==> config.mk <==
export PLATFORM = sky130hd
export DESIGN_NAME = deser_align_top
export DESIGN_NICKNAME = d
export VERILOG_FILES = /design/src/rtl/deser_pkg.sv /design/src/rtl/deser_src_sel.sv /design/src/rtl/deser_comma_det.sv /design/src/rtl/deser_phase_gen.sv /design/src/rtl/deser_align_top.sv
export SDC_FILE = /design/constraint.sdc
export NUM_CORES = 1
export LEC_CHECK = 0
export ABC_AREA = 1
export BUFFER_PORTS_ARGS = -buffer_cell sky130_fd_sc_hd__buf_4
export CAP_MARGIN = 10
export CORE_MARGIN = 5
export CORE_UTILIZATION = 35
export CTS_CLUSTER_SIZE = 30
export DETAILED_ROUTE_END_ITERATION = 12
export GPL_TIMING_DRIVEN = 0
export PLACE_DENSITY = 0.58
export SLEW_MARGIN = 0
export SYNTH_ARGS = -nofsm -noshare
export SYNTH_HDL_FRONTEND = slang
export SYNTH_SLANG_ARGS = --single-unit
==> constraint.sdc <==
create_clock -name clk -period 1.5 [get_ports clk]
set_input_delay 0.225 -clock clk [delete_from_list [all_inputs] [get_ports clk]]
set_output_delay 0.225 -clock clk [all_outputs]
set_load 0.01 [all_outputs]
==> src/rtl/deser_pkg.sv <==
package deser_pkg;

    // Default geometry of a code group and of the alignment marker.
    localparam int unsigned DEF_WORD_W  = 10;
    localparam int unsigned DEF_COMMA_W = 7;

    // Marker bits in arrival order: bit i is the i-th bit received.
    // Arrival sequence 0,0,1,1,1,1,1 gives 7'b1111100.
    localparam logic [DEF_COMMA_W-1:0] DEF_COMMA_PAT = 7'b1111100;

endpackage

==> src/rtl/deser_src_sel.sv <==
module deser_src_sel (
    input  logic loop_en,
    input  logic tx_bit,
    input  logic line_bit,
    output logic src_bit
);

    // Loopback swaps the receive source for the local transmit stream.
    always_comb begin
        if (loop_en) begin
            src_bit = tx_bit;
        end else begin
            src_bit = line_bit;
        end
    end

endmodule

==> src/rtl/deser_comma_det.sv <==
module deser_comma_det #(
    parameter int unsigned               COMMA_W   = deser_pkg::DEF_COMMA_W,
    parameter logic [COMMA_W-1:0]        COMMA_PAT = deser_pkg::DEF_COMMA_PAT
) (
    input  logic [COMMA_W-1:0] win_lo,
    output logic               hit_pos,
    output logic               hit_neg
);

    logic [COMMA_W-1:0] eq_pos;
    logic [COMMA_W-1:0] eq_neg;

    // Per-bit compare against the marker and its complement.
    for (genvar i = 0; i < COMMA_W; i++) begin : g_bit
        assign eq_pos[i] = (win_lo[i] == COMMA_PAT[i]);
        assign eq_neg[i] = (win_lo[i] != COMMA_PAT[i]);
    end

    assign hit_pos = &eq_pos;
    assign hit_neg = &eq_neg;

endmodule

==> src/rtl/deser_phase_gen.sv <==
module deser_phase_gen (
    input  logic clk,
    input  logic rst,
    input  logic adv,
    output logic clk_a,
    output logic clk_b
);

    typedef struct packed {
        logic a;
        logic b;
    } ph_t;

    ph_t ph_d;
    ph_t ph_q;

    // Both phases flip together on every emitted word.
    always_comb begin
        ph_d = ph_q;
        if (adv) begin
            ph_d.a = ~ph_q.a;
            ph_d.b = ~ph_q.b;
        end
    end

    always_ff @(posedge clk) begin
        if (rst) begin
            ph_q <= '{a: 1'b0, b: 1'b1};
        end else begin
            ph_q <= ph_d;
        end
    end

    assign clk_a = ph_q.a;
    assign clk_b = ph_q.b;

endmodule

==> src/rtl/deser_align_top.sv <==
module deser_align_top #(
    parameter int unsigned        WORD_W    = deser_pkg::DEF_WORD_W,
    parameter int unsigned        COMMA_W   = deser_pkg::DEF_COMMA_W,
    parameter logic [COMMA_W-1:0] COMMA_PAT = deser_pkg::DEF_COMMA_PAT
) (
    input  logic              clk,
    input  logic              rst,
    input  logic              line_bit,
    input  logic              tx_bit,
    input  logic              loop_en,
    input  logic              comma_en,
    output logic [WORD_W-1:0] word_out,
    output logic              comma_flag,
    output logic              wclk_a,
    output logic              wclk_b
);

    localparam int unsigned        CNT_W    = $clog2(WORD_W);
    localparam logic [CNT_W-1:0]   LAST_IDX = CNT_W'(WORD_W - 1);

    typedef struct packed {
        logic [WORD_W-1:0] win;     // sliding window, [0] oldest
        logic [CNT_W-1:0]  cnt;     // bits since current boundary
        logic              primed;  // a full window has been seen
        logic [WORD_W-1:0] word;
        logic              flag;
    } st_t;

    st_t st_d;
    st_t st_q;

    logic              src_bit;
    logic [WORD_W-1:0] win_nx;
    logic              hit_pos;
    logic              hit_neg;
    logic              at_bound;
    logic              hit;
    logic              emit;

    deser_src_sel u_src (
        .loop_en  (loop_en),
        .tx_bit   (tx_bit),
        .line_bit (line_bit),
        .src_bit  (src_bit)
    );

    assign win_nx = {src_bit, st_q.win[WORD_W-1:1]};

    deser_comma_det #(
        .COMMA_W   (COMMA_W),
        .COMMA_PAT (COMMA_PAT)
    ) u_det (
        .win_lo  (win_nx[COMMA_W-1:0]),
        .hit_pos (hit_pos),
        .hit_neg (hit_neg)
    );

    always_comb begin
        st_d     = st_q;
        st_d.win = win_nx;
        at_bound = (st_q.cnt == LAST_IDX);
        // Search only once the window holds real bits only.
        hit      = comma_en && (st_q.primed || at_bound) && (hit_pos || hit_neg);
        emit     = at_bound || hit;
        if (emit) begin
            st_d.word   = win_nx;
            st_d.flag   = hit;
            st_d.cnt    = '0;
            st_d.primed = 1'b1;
        end else begin
            st_d.cnt  = st_q.cnt + 1'b1;
            st_d.flag = st_q.flag && comma_en;
        end
    end

    always_ff @(posedge clk) begin
        if (rst) begin
            st_q <= '0;
        end else begin
            st_q <= st_d;
        end
    end

    deser_phase_gen u_ph (
        .clk   (clk),
        .rst   (rst),
        .adv   (emit),
        .clk_a (wclk_a),
        .clk_b (wclk_b)
    );

    assign word_out   = st_q.word;
    assign comma_flag = st_q.flag;

endmodule

==> impl_metrics.yaml <==
outcome:
  outcome: "completed"
die:
  start_util: 0.364
  die_w_um: 68.9
  fp.dieH_um: 68.9
  core_mm2: 0.00334
  rows: 21
  io_pins: 19
  die_area_mm2: 0.00475
pwr:
  power_leakage_nw: 0.817
  powerDensity_mw_per_mm2: 769
  irDropWorstVdd_uv: 431
routing:
  num_vias: 902
  drt_iter0_markers: 20
  ant_nets: 0
  via_per_inst: 4.14
  drc_errors: 0
  dr.pass1.iters: 4
  wl_mm: 2.13
  wl_per_cell_um: 9.77
synth:
  synthArstFlopShare: 0
  yosysWarnings: 0
  synthTopCellsByArea: "dfxtp_1 45%, nand2_1 9.3%, inv_1 8.4%"
  synth_cells: 147
  synth.most_common_cell: "nand2_1"
  synth_edf_count: 0
  yosysUniqueCellTypes: 21
  synth_top_area_cell: "dfxtp_1"
  synth_common_cells: "30 x nand2_1, 27 x dfxtp_1, 27 x inv_1, 14 x nor2_1"
  ys.flop_type: "dfxtp_1"
  ys_ff_latch: 27
  syn_area_per_cell_um2: 8.26
  syn-num-nets: 155
  synth_top_area_frac: 0.445
  yosysSeqAreaShare: 0.445
  synth_area_mm2: 0.00121
global_routing:
  grt_pass1_vias: 919
  grtUsageTotal: 0.113
  grt_overflow: 0
  grt_max_degree: 15
  grt_pass1_wl_mm: 3.97
  grt_antenna_before_repair: 0
timing:
  clock_skew_ns: 0.0117
  period_needed_ns: 1.38
  finalSetupViolCount: 0
  rsz0062_at_grt: "false"
  max_slew_margin: 0.899
  worstMarginPinSlew_ns: 0.151
  max_freq_ghz: 0.727
  fin_tns_setup_ns: 0
  finalMaxSlewViolations: 0
  finalHoldViolCount: 0
  timing.final.crit_share: 0.918
critical_path:
  path_max_fanout: 10
  reg2reg_slack_ns: 0.12
  cp-end-kind: "flip-flop"
  crit_type: "reg2reg"
  start_kind: "flip-flop"
  arrival_ns: 1.61
  critical_path_required_ns: 1.73
clock_tree:
  insertion_delay_ns: 0.32
  cts_made_buffers: 3
  cts_root_buf: "clkbuf_4"
  htree_levels: 1
  cts_tree: "done"
  clock_sinks: 27
  clk_pin_slew_ns: 0.14
  cts_max_path_buffers: 2
layout:
  diodes: 0
  fill_cells: 360
  final_nets: 181
  multiInputGateArea_um2: 444
  drive_gt1_frac: 0.308
  area_growth_pct: 20.3
  seq_area_um2: 543
  final_core_util: 0.438
flow_run:
  drv_cap: 0
placed_design:
  gp_congestion: 0.893
  port_buffers: 18
  dp_hpwl_mm: 1.53
worst_hold_path:
  hold_class: "in2reg"
==> path summary, 6_finish.rpt <==
path	startpoint	to	depth (start not counted)
worst max-delay path	st_q[13]	word_out[7]	10
worst min-delay path	rst	comma_flag	2
worst max register to register	st_q[13]	word_out[7]	10
worst min register to register	st_q[12]	st_q[12]	1
==> final cells by class <==
cell class / count / area share
sequential: 27 / 0.372
multi-input combinational: 78 / 0.304
timing repair buffer: 21 / 0.108
buffer: 13 / 0.0823
inverter: 29 / 0.0763
tap: 46 / 0.0394
clock buffer: 4 / 0.0180
==> flip-flops by register name (all words and copies together) (netlist names) <==
signal / count
u_ph.clk_b: 1
st_d: 9
st_q: 5
u_ph.clk_a: 1
word_out: 10
comma_flag: 1
==> report_power, final <==
| group | switching [W] | total (W) | internal [W] | leakage (nW) |
|---|---|---|---|---|
| clock network | 0.000205 | 0.000309 | 0.000104 | 0.0150 |
| registers | 0.00000938 | 0.000741 | 0.000731 | 0.219 |
| logic | 0.0000369 | 0.0000734 | 0.0000365 | 0.583 |
==> layout by cell type (no fill, tap or decap) <==
cell and instances:
buf_4 31, nand2_1 30, inv_1 27, dfxtp_1 25, nor2_1 14, nand3b_1 10, nand2_2 6, nand3_1 5
a21oi_1 4, clkbuf_4 3, nand3_4 2, dfxtp_2 2, xnor2_1 1, inv_2 1, a21boi_4 1, nand2_4 1
inv_4 1, buf_12 1, buf_6 1, clkbuf_8 1, mux2_2 1, xor2_1 1, ha_2 1, ha_1 1
clkbuf_1 1
==> metal layers <==
layer / global-route usage / routed length [um] / vias to the layer above
met5: 0 / 0 / -
met4: 0.0438 / 17 / 0
met3: 0.0373 / 80 / 2
met2: 0.193 / 1060 / 13
met1: 0.128 / 967 / 411
li1: - / - / 476
==> per-stage QoR <==
step / cell area (um^2) / hold WS, ns / power [W] / std cells / setup slack (ns)
floorplan: 1210 / 0.294 / 0.000804 / 147 / 0.109
global route: 1460 / 0.0974 / 0.00120 / 218 / 0.0241
detailed placement: 1410 / 0.445 / 0.000828 / 211 / -0.0501
CTS: 1440 / 0.106 / 0.00114 / 216 / 0.0646
global placement: 1410 / 0.434 / 0.000826 / 211 / -0.0276
finish: 1460 / 0.115 / 0.00112 / 218 / 0.124
==> what timing repair did <==
action / CTS / global route
setup buffers: 1 / 2
endpoints found under the setup margin: 9 / 5
resized for setup: 1 / 2
pin swaps: 1 / 1
hold buffers: 0 / 0
hold endpoints to repair: 0 / 0
==> cells by family (layout without fill, tap and decap cells) <==
logic type,after synthesis,in the layout,synth area share
multiplexers,1,1,0.00928
AO/OA/AOI/OAI,5,5,0.0320
adder cells (fa/ha/maj),2,2,0.0206
flip-flops,27,27,0.445
XOR/XNOR,2,2,0.0144
AND/OR/NAND/NOR,68,68,0.288
buffers and inverters,42,67,0.191
==> worst max-delay path: stages (launching register included) <==
cell and delay (ns):
dfxtp_2 0.36, inv_1 0.05, ha_2 0.18, nand3_4 0.09, a21boi_4 0.16, nand2_4 0.09
nand3_4 0.09, buf_12 0.14, nand2_2 0.04, nand2_1 0.06, inv_1 0.04
Note: power is estimated with default switching activity, not from simulation.
